File: src/rtl/exc_prio_pkg.sv
package exc_prio_pkg;
  localparam int PRIO_W   = 10;
  localparam int NUM_SYS  = 16;

  typedef logic signed [PRIO_W-1:0] prio_t;

  localparam prio_t PRIO_NONE = 10'sh100;

  typedef enum logic [2:0] {
    CMD_EN_SET   = 3'd0,
    CMD_EN_CLR   = 3'd1,
    CMD_PEND_SET = 3'd2,
    CMD_PEND_CLR = 3'd3,
    CMD_ACT_SET  = 3'd4,
    CMD_ACT_CLR  = 3'd5,
    CMD_PRIO     = 3'd6,
    CMD_NOP      = 3'd7
  } cmd_kind_e;

  // keeps only the group-priority bits
  function automatic prio_t grp_mask(input logic [2:0] g);
    logic [3:0] sh;
    sh = {1'b0, g} + 4'd1;
    return prio_t'(10'h3FF << sh);
  endfunction

  // fixed priorities of slots 1..3 are -3, -2, -1
  function automatic prio_t fixed_prio(input int slot);
    return prio_t'(slot - 4);
  endfunction

  // flip sign bit so signed order becomes unsigned order
  function automatic logic [PRIO_W-1:0] to_key(input prio_t p);
    return {~p[PRIO_W-1], p[PRIO_W-2:0]};
  endfunction

  function automatic prio_t from_key(input logic [PRIO_W-1:0] k);
    return prio_t'({~k[PRIO_W-1], k[PRIO_W-2:0]});
  endfunction
endpackage

File: src/rtl/exc_state.sv
module exc_state
  import exc_prio_pkg::*;
#(
  parameter int NUM_EXC = 48,
  parameter int IDX_W   = 6
) (
  input  logic             clk_i,
  input  logic             rst_ni,
  input  logic             cmd_valid_i,
  input  logic [2:0]       cmd_kind_i,
  input  logic [IDX_W-1:0] cmd_idx_i,
  input  logic [7:0]       cmd_prio_i,
  output logic [NUM_EXC-1:0] en_o,
  output logic [NUM_EXC-1:0] pend_o,
  output logic [NUM_EXC-1:0] act_o,
  output prio_t            prio_o [NUM_EXC]
);
  cmd_kind_e kind;
  assign kind = cmd_kind_e'(cmd_kind_i);

  assign en_o[0]   = 1'b0;
  assign pend_o[0] = 1'b0;
  assign act_o[0]  = 1'b0;
  assign prio_o[0] = PRIO_NONE;

  for (genvar s = 1; s < NUM_EXC; s++) begin : g_slot
    logic hit, en_q, pend_q, act_q;
    assign hit = cmd_valid_i && (cmd_idx_i == IDX_W'(s));

    always_ff @(posedge clk_i or negedge rst_ni) begin
      if (!rst_ni) begin
        en_q   <= 1'b0;
        pend_q <= 1'b0;
        act_q  <= 1'b0;
      end else if (hit) begin
        case (kind)
          CMD_EN_SET:   en_q   <= 1'b1;
          CMD_EN_CLR:   en_q   <= 1'b0;
          CMD_PEND_SET: pend_q <= 1'b1;
          CMD_PEND_CLR: pend_q <= 1'b0;
          CMD_ACT_SET:  act_q  <= 1'b1;
          CMD_ACT_CLR:  act_q  <= 1'b0;
          default: ;
        endcase
      end
    end

    assign en_o[s]   = en_q;
    assign pend_o[s] = pend_q;
    assign act_o[s]  = act_q;

    if (s < 4) begin : g_fixed
      assign prio_o[s] = fixed_prio(s);
    end else begin : g_cfg
      logic [7:0] prio_q;
      always_ff @(posedge clk_i or negedge rst_ni) begin
        if (!rst_ni)                          prio_q <= 8'h00;
        else if (hit && kind == CMD_PRIO)     prio_q <= cmd_prio_i;
      end
      assign prio_o[s] = prio_t'({2'b00, prio_q});
    end
  end
endmodule

File: src/rtl/min_tree.sv
module min_tree #(
  parameter int N = 48,
  parameter int W = 16
) (
  input  logic [N-1:0] valid_i,
  input  logic [W-1:0] key_i [N],
  output logic         any_o,
  output logic [W-1:0] key_o
);
  localparam int LVL = (N > 1) ? $clog2(N) : 1;
  localparam int P   = 1 << LVL;

  logic         nv [1:2*P-1];
  logic [W-1:0] nk [1:2*P-1];

  for (genvar k = 0; k < P; k++) begin : g_leaf
    if (k < N) begin : g_real
      assign nv[P+k] = valid_i[k];
      assign nk[P+k] = key_i[k];
    end else begin : g_pad
      assign nv[P+k] = 1'b0;
      assign nk[P+k] = '0;
    end
  end

  // left child holds lower slot numbers; it wins ties
  for (genvar i = 1; i < P; i++) begin : g_node
    logic pick_r;
    assign pick_r = nv[2*i+1] && (!nv[2*i] || (nk[2*i+1] < nk[2*i]));
    assign nv[i]  = nv[2*i] | nv[2*i+1];
    assign nk[i]  = pick_r ? nk[2*i+1] : nk[2*i];
  end

  assign any_o = nv[1];
  assign key_o = nk[1];
endmodule

File: src/rtl/exc_prio_resolver.sv
module exc_prio_resolver
  import exc_prio_pkg::*;
#(
  parameter int NUM_EXT = 32,
  localparam int NUM_EXC = NUM_SYS + NUM_EXT,
  localparam int IDX_W   = $clog2(NUM_EXC)
) (
  input  logic             clk_i,
  input  logic             rst_ni,
  input  logic             cmd_valid_i,
  input  logic [2:0]       cmd_kind_i,
  input  logic [IDX_W-1:0] cmd_idx_i,
  input  logic [7:0]       cmd_prio_i,
  input  logic [2:0]       group_i,
  input  logic             faultmask_i,
  input  logic             intmask_i,
  input  logic [7:0]       basepri_i,
  output logic [IDX_W-1:0] pend_vec_o,
  output logic signed [PRIO_W-1:0] pend_prio_o,
  output logic signed [PRIO_W-1:0] act_prio_o,
  output logic signed [PRIO_W-1:0] exec_prio_o,
  output logic             preempt_o,
  output logic             can_take_o,
  output logic             one_active_o,
  output logic             ext_pend_o
);
  localparam int PKW = PRIO_W + IDX_W;

  logic [NUM_EXC-1:0] en, pend, act, cand;
  prio_t              prio [NUM_EXC];

  exc_state #(.NUM_EXC(NUM_EXC), .IDX_W(IDX_W)) u_state (
    .clk_i, .rst_ni, .cmd_valid_i, .cmd_kind_i, .cmd_idx_i, .cmd_prio_i,
    .en_o(en), .pend_o(pend), .act_o(act), .prio_o(prio)
  );

  logic [PKW-1:0]    pkey [NUM_EXC];
  logic [PRIO_W-1:0] akey [NUM_EXC];

  for (genvar s = 0; s < NUM_EXC; s++) begin : g_key
    assign pkey[s] = {to_key(prio[s]), IDX_W'(s)};
    assign akey[s] = to_key(prio[s]);
  end

  assign cand = en & pend;

  logic              p_any, a_any;
  logic [PKW-1:0]    p_best;
  logic [PRIO_W-1:0] a_best;

  min_tree #(.N(NUM_EXC), .W(PKW)) u_pend_tree (
    .valid_i(cand), .key_i(pkey), .any_o(p_any), .key_o(p_best)
  );

  min_tree #(.N(NUM_EXC), .W(PRIO_W)) u_act_tree (
    .valid_i(act), .key_i(akey), .any_o(a_any), .key_o(a_best)
  );

  prio_t            pend_prio_d, act_prio_d, base_d, exec_d, gmask;
  logic [IDX_W-1:0] pend_vec_d;

  always_comb begin
    gmask       = grp_mask(group_i);
    pend_vec_d  = p_any ? p_best[IDX_W-1:0] : '0;
    pend_prio_d = p_any ? from_key(p_best[PKW-1:IDX_W]) : PRIO_NONE;
    act_prio_d  = a_any ? (from_key(a_best) & gmask) : PRIO_NONE;
    if (faultmask_i)           base_d = -10'sd1;
    else if (intmask_i)        base_d = 10'sd0;
    else if (basepri_i != '0)  base_d = prio_t'({2'b00, basepri_i}) & gmask;
    else                       base_d = PRIO_NONE;
    exec_d = (base_d < act_prio_d) ? base_d : act_prio_d;
  end

  always_ff @(posedge clk_i or negedge rst_ni) begin
    if (!rst_ni) begin
      pend_vec_o   <= '0;
      pend_prio_o  <= PRIO_NONE;
      act_prio_o   <= PRIO_NONE;
      exec_prio_o  <= PRIO_NONE;
      preempt_o    <= 1'b0;
      can_take_o   <= 1'b0;
      one_active_o <= 1'b1;
      ext_pend_o   <= 1'b0;
    end else begin
      pend_vec_o   <= pend_vec_d;
      pend_prio_o  <= pend_prio_d;
      act_prio_o   <= act_prio_d;
      exec_prio_o  <= exec_d;
      preempt_o    <= pend_prio_d < act_prio_d;
      can_take_o   <= exec_d > pend_prio_d;
      one_active_o <= $countones(act) <= 1;
      ext_pend_o   <= |pend[NUM_EXC-1:NUM_SYS];
    end
  end
endmodule

File: config.mk
export PLATFORM = sky130hd
export DESIGN_NAME = exc_prio_resolver
export DESIGN_NICKNAME = d
export VERILOG_FILES = /design/src/rtl/exc_prio_pkg.sv /design/src/rtl/exc_state.sv /design/src/rtl/min_tree.sv /design/src/rtl/exc_prio_resolver.sv
export SDC_FILE = /design/constraint.sdc
export NUM_CORES = 2
export LEC_CHECK = 0
export CAP_MARGIN = 25
export CORE_MARGIN = 2
export CORE_UTILIZATION = 35
export DETAILED_ROUTE_END_ITERATION = 10
export DONT_BUFFER_PORTS = 1
export PLACE_DENSITY = 0.59
export REMOVE_ABC_BUFFERS = 1
export SLEW_MARGIN = 10
export SYNTH_ARGS = -nofsm -noshare
export SYNTH_HDL_FRONTEND = slang
export SYNTH_HIERARCHICAL = 1
export SYNTH_SLANG_ARGS = --single-unit
File: constraint.sdc
create_clock -name clk_i -period 20.8 [get_ports clk_i]
set_clock_uncertainty 0.05 [all_clocks]
set_input_delay 0 -clock clk_i [delete_from_list [all_inputs] [get_ports clk_i]]
set_output_delay 0 -clock clk_i [all_outputs]
set_load 0.01 [all_outputs]
# After elaboration in Yosys (flattened, before gate mapping)
# Cells that the tools add are included.
[classes]
n_shift = 1
n_addsub = 47
reduce_logical = 512
bitwise_logic = 98
magnitude_cmp = 94
mux = 104
eq_ne = 53
[ops]
columns = ["op", "n"]
rows = [
  ["< comparator 16 bit", 44],
  ["2-to-1 mux 14 bit", 35],
  ["< comparator 10 bit", 46],
  ["AND reduction 2 bit", 141],
  ["2-to-1 mux 8 bit", 35],
  ["logical AND 1 bit", 183],
  ["2-to-1 mux 16 bit", 11],
  ["2-to-1 mux 10 bit", 17],
  ["== test 6 x 5 -> 1 bit, second input constant", 16],
  ["== test 6 bit, second input constant", 16],
  ["OR 1 bit", 93],
  ["zero test 1 bit", 92],
  ["logical OR 1 bit", 90],
  ["bitwise AND 48 bit", 1],
  ["== test 6 x 4 -> 1 bit, second input constant", 8],
  ["adder 1 x 1 -> 2 bit", 23],
  ["adder 2 x 2 -> 3 bit", 11],
  ["OR reduction 32 bit", 1],
  ["adder 3 x 3 -> 4 bit", 6],
  ["== test 6 x 3 -> 1 bit, second input constant", 4],
  ["< comparator 15 x 16 -> 1 bit", 1],
  ["adder 4 x 4 -> 5 bit", 3],
  ["== test 6 x 2 -> 1 bit, second input constant", 2],
  ["bitwise AND 10 bit", 1],
  ["other kinds (21)", 29],
]
[totals]
output_inout_bits = 40
word_cells = 1102
in_bits = 33
reg_bits = 533

# Longest topological paths before layout
[depth]
word_depth = 30
ltp_mapped = 95

# Hierarchy
# Netlist, hierarchy kept.
[by_module_without_submodules]
columns = ["mod", "cells_per_inst", "seq_area_each_um2", "area_each_um2", "n_inst"]
rows = [
  ["min_tree at u_pend_tree", 3831, 0.0, 27341.2, 1],
  ["exc_state", 1650, 12336.8, 22049.9, 1],
  ["min_tree at u_act_tree", 2402, 0.0, 17260.3, 1],
  ["exc_prio_resolver", 421, 1006.0, 3981.3, 1],
]

# Worst setup path after synthesis
# No wires, ideal clock.
[synth_path]
path_type = "register -> register"
startpoint = "reg u_state.g_slot[11].g_cfg.prio_q[5]"
endpoint = "reg can_take_o"
t_arrival_ns = 15.967
stages_incl_launch_ff = 88
period_less_slack_ns = 16.141
setup_time_ns = 0.124
setup_slack_ns = 4.659
required_time_ns = 20.626
cell_sequence = "dfrtp_1 > ha_1 > and3_1 > a221oi_1 > o211ai_1 > a21oi_1 > o21a_1 > o21a_1 > clkbuf_1 > buf_1 > a21oi_1 > inv_1 > ha_1 > a2111oi_0 > o21ai_0 > o21ai_0 > o21ai_0 > o2111ai_1 > [52 not listed] > nand2b_1 > a21oi_1 > nor2b_1 > o21ai_0 > nand2b_1 > a21oi_1 > o221ai_1 > a41o_1 > a31oi_4 > buf_6 > mux2i_1 > nand2_1 > ha_1 > nor2b_1 > o21a_1 > o21ai_0 > a21oi_1 > o31a_1"
[synth_rtl]
columns = ["element", "line_no", "rtl"]
rows = [
  ["from (decl)", "exc_state.sv:55", "logic [7:0] prio_q;"],
  ["from (signal assigned)", "exc_state.sv:58", "else if (hit && kind == CMD_PRIO) prio_q <= cmd_prio_i;"],
  ["< comparator 16 bit", "min_tree.sv:29", "assign pick_r = nv[2*i+1] && (!nv[2*i] || (nk[2*i+1] < nk[2*i]));"],
  ["logical OR 1 bit", "min_tree.sv:29", ""],
  ["logical AND 1 bit", "min_tree.sv:29", ""],
  ["2-to-1 mux 14 bit *", "min_tree.sv:31", "assign nk[i] = pick_r ? nk[2*i+1] : nk[2*i];"],
  ["< comparator 16 bit", "min_tree.sv:29", ""],
  ["logical OR 1 bit", "min_tree.sv:29", ""],
  ["logical AND 1 bit", "min_tree.sv:29", ""],
  ["2-to-1 mux 14 bit *", "min_tree.sv:31", ""],
  ["[11 not listed]", "n/a", ""],
  ["2-to-1 mux 16 bit *", "min_tree.sv:31", ""],
  ["< comparator 16 bit", "min_tree.sv:29", ""],
  ["logical OR 1 bit", "min_tree.sv:29", ""],
  ["logical AND 1 bit", "min_tree.sv:29", ""],
  ["2-to-1 mux 16 bit *", "min_tree.sv:31", ""],
  ["net p_best[7]", "exc_prio_resolver.sv:48", "logic [PKW-1:0] p_best;"],
  ["2-to-1 mux 10 bit *", "exc_prio_resolver.sv:65", "pend_prio_d = p_any ? from_key(p_best[PKW-1:IDX_W]) : PRIO_NONE;"],
  ["greater-than comparator 10 bit *", "exc_prio_resolver.sv:90", "can_take_o <= exec_d > pend_prio_d;"],
  ["to (signal assigned)", "exc_prio_resolver.sv:90", ""],
  ["to (decl)", "exc_prio_resolver.sv:23", "output logic can_take_o,"],
]
# The timed path passes the listed nets; every way through them passes the cells marked *.
# A chain may end at the register's enable or synchronous reset.

# Worst setup path in the final report
[layout_path]
startpoint = "reg u_state.g_slot[11].g_cfg.prio_q[5]"
endpoint = "reg preempt_o"
[layout_rtl]
columns = ["element", "line_no", "rtl"]
rows = [
  ["< comparator 16 bit", "min_tree.sv:29", ""],
  ["logical OR 1 bit", "min_tree.sv:29", ""],
  ["logical AND 1 bit", "min_tree.sv:29", ""],
  ["2-to-1 mux 14 bit *", "min_tree.sv:31", ""],
  ["< comparator 16 bit", "min_tree.sv:29", ""],
  ["logical OR 1 bit", "min_tree.sv:29", ""],
  ["logical AND 1 bit", "min_tree.sv:29", ""],
  ["2-to-1 mux 14 bit *", "min_tree.sv:31", ""],
  ["[13 not listed]", "n/a", ""],
  ["logical OR 1 bit", "min_tree.sv:29", ""],
  ["logical AND 1 bit", "min_tree.sv:29", ""],
  ["2-to-1 mux 16 bit *", "min_tree.sv:31", ""],
  ["net p_best[15]", "exc_prio_resolver.sv:48", ""],
  ["inverter 1 bit *", "exc_prio_pkg.sv:38", "return prio_t'({~k[PRIO_W-1], k[PRIO_W-2:0]});"],
  ["2-to-1 mux 10 bit *", "exc_prio_resolver.sv:65", ""],
  ["net pend_prio_d[9]", "exc_prio_resolver.sv:59", "prio_t pend_prio_d, act_prio_d, base_d, exec_d, gmask;"],
  ["< comparator 10 bit *", "exc_prio_resolver.sv:89", "preempt_o <= pend_prio_d < act_prio_d;"],
  ["to (signal assigned)", "exc_prio_resolver.sv:89", ""],
  ["to (decl)", "exc_prio_resolver.sv:22", "output logic preempt_o,"],
]
# Marks and branches as above.

==> reports/qor.txt <==
================================================================================
Number of buffers created by CTS ..................................           72
Vias ..............................................................        61400
DRC violation count after routing .................................            0
Total count of hold-check failures in the final report ............            0
Number of clock sinks .............................................          533
Fraction of final layout cells sized beyond drive strength 1 ......        10.7%
R2r setup slk .....................................................      1570 ps
Number of enable-type register cells in the synthesized netlist ...            0
TritonCTS clock tree ..............................................          yes
Required arrival time at the worst endpoint .......................     21320 ps
Standard cell core area ...........................................   200000 µm²
Fraction of met2 tracks used by global routing ....................        37.8%
Total Nets Final ..................................................         9938
Number of H-tree branching levels .................................            3
Largest net degree at the start of global routing .................          534
Clock Pin Slew Worst Setup and Hold Paths .........................        60 ps
IO Count ..........................................................           73
Total detailed-routing wirelength .................................    241000 µm
Busiest layer in global routing ...................................         met2
Relative slew slack ...............................................        13.3%
DRC marker count from the first detailed-route iteration ..........         4515
Share of synthesized flip-flops with an asynchronous set or reset .         100%
Final period util .................................................        92.4%
Gr usage total ....................................................        23.0%
Number of detailed-routing iterations run before antenna repair ...            6
Primary FF master, synth .......................................... sky130_fd_sc_hd__dfrtp_1
Family with the most delay on the worst path ...................... compound AO/OA/AOI/OAI gates
Combinational share of power ......................................        38.7%
Wire length of the first global-routing pass ......................    365000 µm
Number of max-slew violations in the final report .................            0
Setup crit start kind .............................................    flip-flop
Post-cts sizing count .............................................            0
Data arrival time at the worst-slack endpoint .....................     19750 ps
Critical path fanouts, max ........................................           22
Max frequency .....................................................   0.0520 GHz
Seq pwr share .....................................................        28.9%
Tmin final ........................................................     19230 ps
HPWL after detailed placement .....................................    190000 µm
Cell with the largest stage delay on the worst path ............... sky130_fd_sc_hd__or4b_2
Initial Util ......................................................        35.3%
Clk Tree Root Cell ................................................ sky130_fd_sc_hd__clkbuf_16
Outcome ........................................................... finished, final reports clean
Met1 Use GR .......................................................        30.3%
Summed instance area of the synthesized netlist ...................    70600 µm²
Worst stage delay on the critical path ............................       750 ps
Clock latency on the worst-skew pair ..............................       710 ps
Cell count after synthesis ........................................         8304
Setup repair after global routing missed its margin ...............           no
Drt via density ...................................................         5.36
Crit. path cell count .............................................           85
Global route total overflow .......................................            0
Cell-internal power ...............................................      2.48 mW
Power density of the placed cells .................................  51.9 nW/µm²
Sequential fraction of the synthesis area .........................        18.9%
Post-detailed-route count of antenna-violating nets ...............            0
Sort of element at the end of the critical path ...................    flip-flop
Worst vdd rail ir drop ............................................      65.1 µV
Met3 usage in global routing ......................................        3.11%
Net Sw Frac .......................................................        38.6%
Vias in the first global route ....................................        59700
FF+latch count, synth .............................................          533
Unique masters post-synth .........................................          117
Transition time at the pin with the least slew margin .............      1290 ps
Clock Tree Buf Depth ..............................................            3
Net switching power ...............................................      1.56 mW
Fillers ...........................................................        20300
Setup-failing EPs final ...........................................            0
Clock share of power ..............................................        32.4%
Worst Setup EP ....................................................    preempt_o
X dimension of the die ............................................       453 µm
Leakage dissipation ...............................................      41.3 nW
Drt wl/cell .......................................................      21.0 µm
Register-to-Register Path Depth ...................................           85
Max-cap violations ................................................            0
Worst R2R End .....................................................    preempt_o
Worst setup path startpoint ....................................... u_state/g_slot[11].g_cfg.prio_q[5]
Total Neg Setup Slack .............................................         0 ps
Post-layout total power ...........................................      4.04 mW
Die Span Y ........................................................       453 µm
Post-Syn Area per Cell ............................................     8.51 µm²
Number of cell rows ...............................................          164
Crit path kind .................................................... flip-flop to flip-flop
Area added between synthesis and finish ...........................        10.3%
Crit path buf inv count ...........................................            9
Die area ..........................................................   205000 µm²
IO buf count ......................................................            0
Final RePlAce weighted congestion .................................        0.971
Initial antenna violation count ...................................           21
Tightest Hold Check Type .......................................... primary input to flip-flop
Syn. warnings .....................................................            6
Startpoint of the worst-slack reg-to-reg timing path .............. u_state/g_slot[11].g_cfg.prio_q[5]
================================================================================
==> worst min path at each step <==
stage / slack, ps / start / cells past startpoint / end
global route: 70 / cmd_kind_i[0] / 3 / u_state/g_slot[19].g_cfg.prio_q[6]
floorplan: -350 / rst_ni / 0 / act_prio_o[0]
finish: 80 / cmd_kind_i[0] / 3 / u_state/g_slot[19].g_cfg.prio_q[6]
detailed placement: -310 / rst_ni / 0 / u_state/g_slot[36].g_cfg.prio_q[1]
global placement: -310 / rst_ni / 0 / u_state/g_slot[37].g_cfg.prio_q[1]
CTS: 10 / intmask_i / 3 / exec_prio_o[4]
==> kinds of logic (layout without fill, tap and decap cells) <==
logic type / after synthesis / in the layout / synth area share (%)
xor gates and xnor gates: 2 / 2 / 0.0514
other: 4 / 736 / 0.0213
adders and majority gates: 1191 / 1191 / 21.5
and+or+nand+nor: 1606 / 1606 / 12.0
AOI/OAI and AO/OA: 1973 / 1973 / 18.3
DFF: 533 / 533 / 18.9
buffers and inverters: 1790 / 1550 / 11.1
muxes: 1205 / 1205 / 18.1
==> cell type report <==
type	count	area [µm²]	area share, %
diodes	25	62.6	0.0803
clock buffers	97	2090	2.68
clock inverters	31	345	0.443
inverters	1230	4620	5.93
multi-input cells	6688	52200	67.0
flip-flops and latches	533	13300	17.1
well taps	2656	3320	4.27
repair buffers	192	1940	2.49
==> cell usage in the layout (no fill, tap or decap), types with 40 or more instances in the layout <==
cell type	instances
sky130_fd_sc_hd__nor4_1	40
sky130_fd_sc_hd__a31oi_1	78
sky130_fd_sc_hd__nand2_1	300
sky130_fd_sc_hd__mux2i_1	644
sky130_fd_sc_hd__nor3_1	68
sky130_fd_sc_hd__buf_4	101
sky130_fd_sc_hd__nand3_1	102
sky130_fd_sc_hd__dlygate4sd3_1	59
sky130_fd_sc_hd__inv_1	1230
sky130_fd_sc_hd__nor2_1	498
sky130_fd_sc_hd__nand4_1	133
sky130_fd_sc_hd__and2_1	81
sky130_fd_sc_hd__a21o_1	232
sky130_fd_sc_hd__o21a_1	76
sky130_fd_sc_hd__clkbuf_16	74
sky130_fd_sc_hd__a211oi_1	83
sky130_fd_sc_hd__nor2b_1	78
sky130_fd_sc_hd__ha_1	1149
sky130_fd_sc_hd__conb_1	711
sky130_fd_sc_hd__a21oi_1	594
sky130_fd_sc_hd__mux2_2	536
sky130_fd_sc_hd__o31ai_1	205
sky130_fd_sc_hd__nand2b_1	93
sky130_fd_sc_hd__o21ai_0	319
sky130_fd_sc_hd__dfrtp_1	529
==> registers in the layout, indices dropped and copies added (netlist names) <==
name / count
act_prio_o: 10
can_take_o: 1
exec_prio_o: 10
ext_pend_o: 1
one_active_o: 1
pend_prio_o: 10
pend_vec_o: 6
preempt_o: 1
u_state/g_slot.act_q: 47
u_state/g_slot.en_q: 47
u_state/g_slot.g_cfg.prio_q: 352
u_state/g_slot.pend_q: 47
==> synth_stat cells, drive strengths merged, types with 223 or more instances <==
cell	count	area [µm²]
inv	1230	4620
ha	1149	14400
mux2i	644	6450
a21oi	598	3000
mux2	561	6350
dfrtp	529	13200
nor2	500	1880
o21ai	346	1740
buf	337	2400
nand2	300	1130
a21o	232	1740
clkbuf	223	845
==> timing repair <==
action | 4_1_cts | 5_1_grt
hold endpoints to repair | 1047 | 33
hold buffers | 70 | 2
buffers inserted | 0 | 0
==> metal layers <==
metal	vias to the layer above	part of all wire, %	wire, µm
met4	2	4.6	11000
met2	1689	46	110000
li1	29600	-	-
met1	29800	44	107000
met3	395	5.5	13200
met5	-	0.0054	13
==> stage by stage <==
stage	std cells	util, %	setup WS (ps)	hold slack (ps)	area, µm²
6_report	11500	38.9	1570	78.1	77900
5_1_grt	11400	38.9	292	73.2	77900
4_1_cts	11400	38.8	1770	9.55	77600
3_5_place_dp	11200	37.1	1860	-311	74300
3_3_place_gp	11200	37.1	2000	-306	74200
2_1_floorplan	8451	-	2920	-346	70000
==> worst min-delay path, cell delays in order <==
cell and delay (ps):
sky130_fd_sc_hd__nand2b_4 380, sky130_fd_sc_hd__nor3_4 170, sky130_fd_sc_hd__mux2_1 210
==> power groups by stage <==
stage,logic (mW),registers [mW],clock network (mW)
final,1.56,1.17,1.31
after global routing,1.72,1.17,1.37
after CTS,1.49,1.17,1.34
after detailed placement,1.41,1.19,0
after global placement,1.39,1.19,0
after floorplan,1.03,1.16,0
No activity file was read; power rests on OpenSTA's default activity.
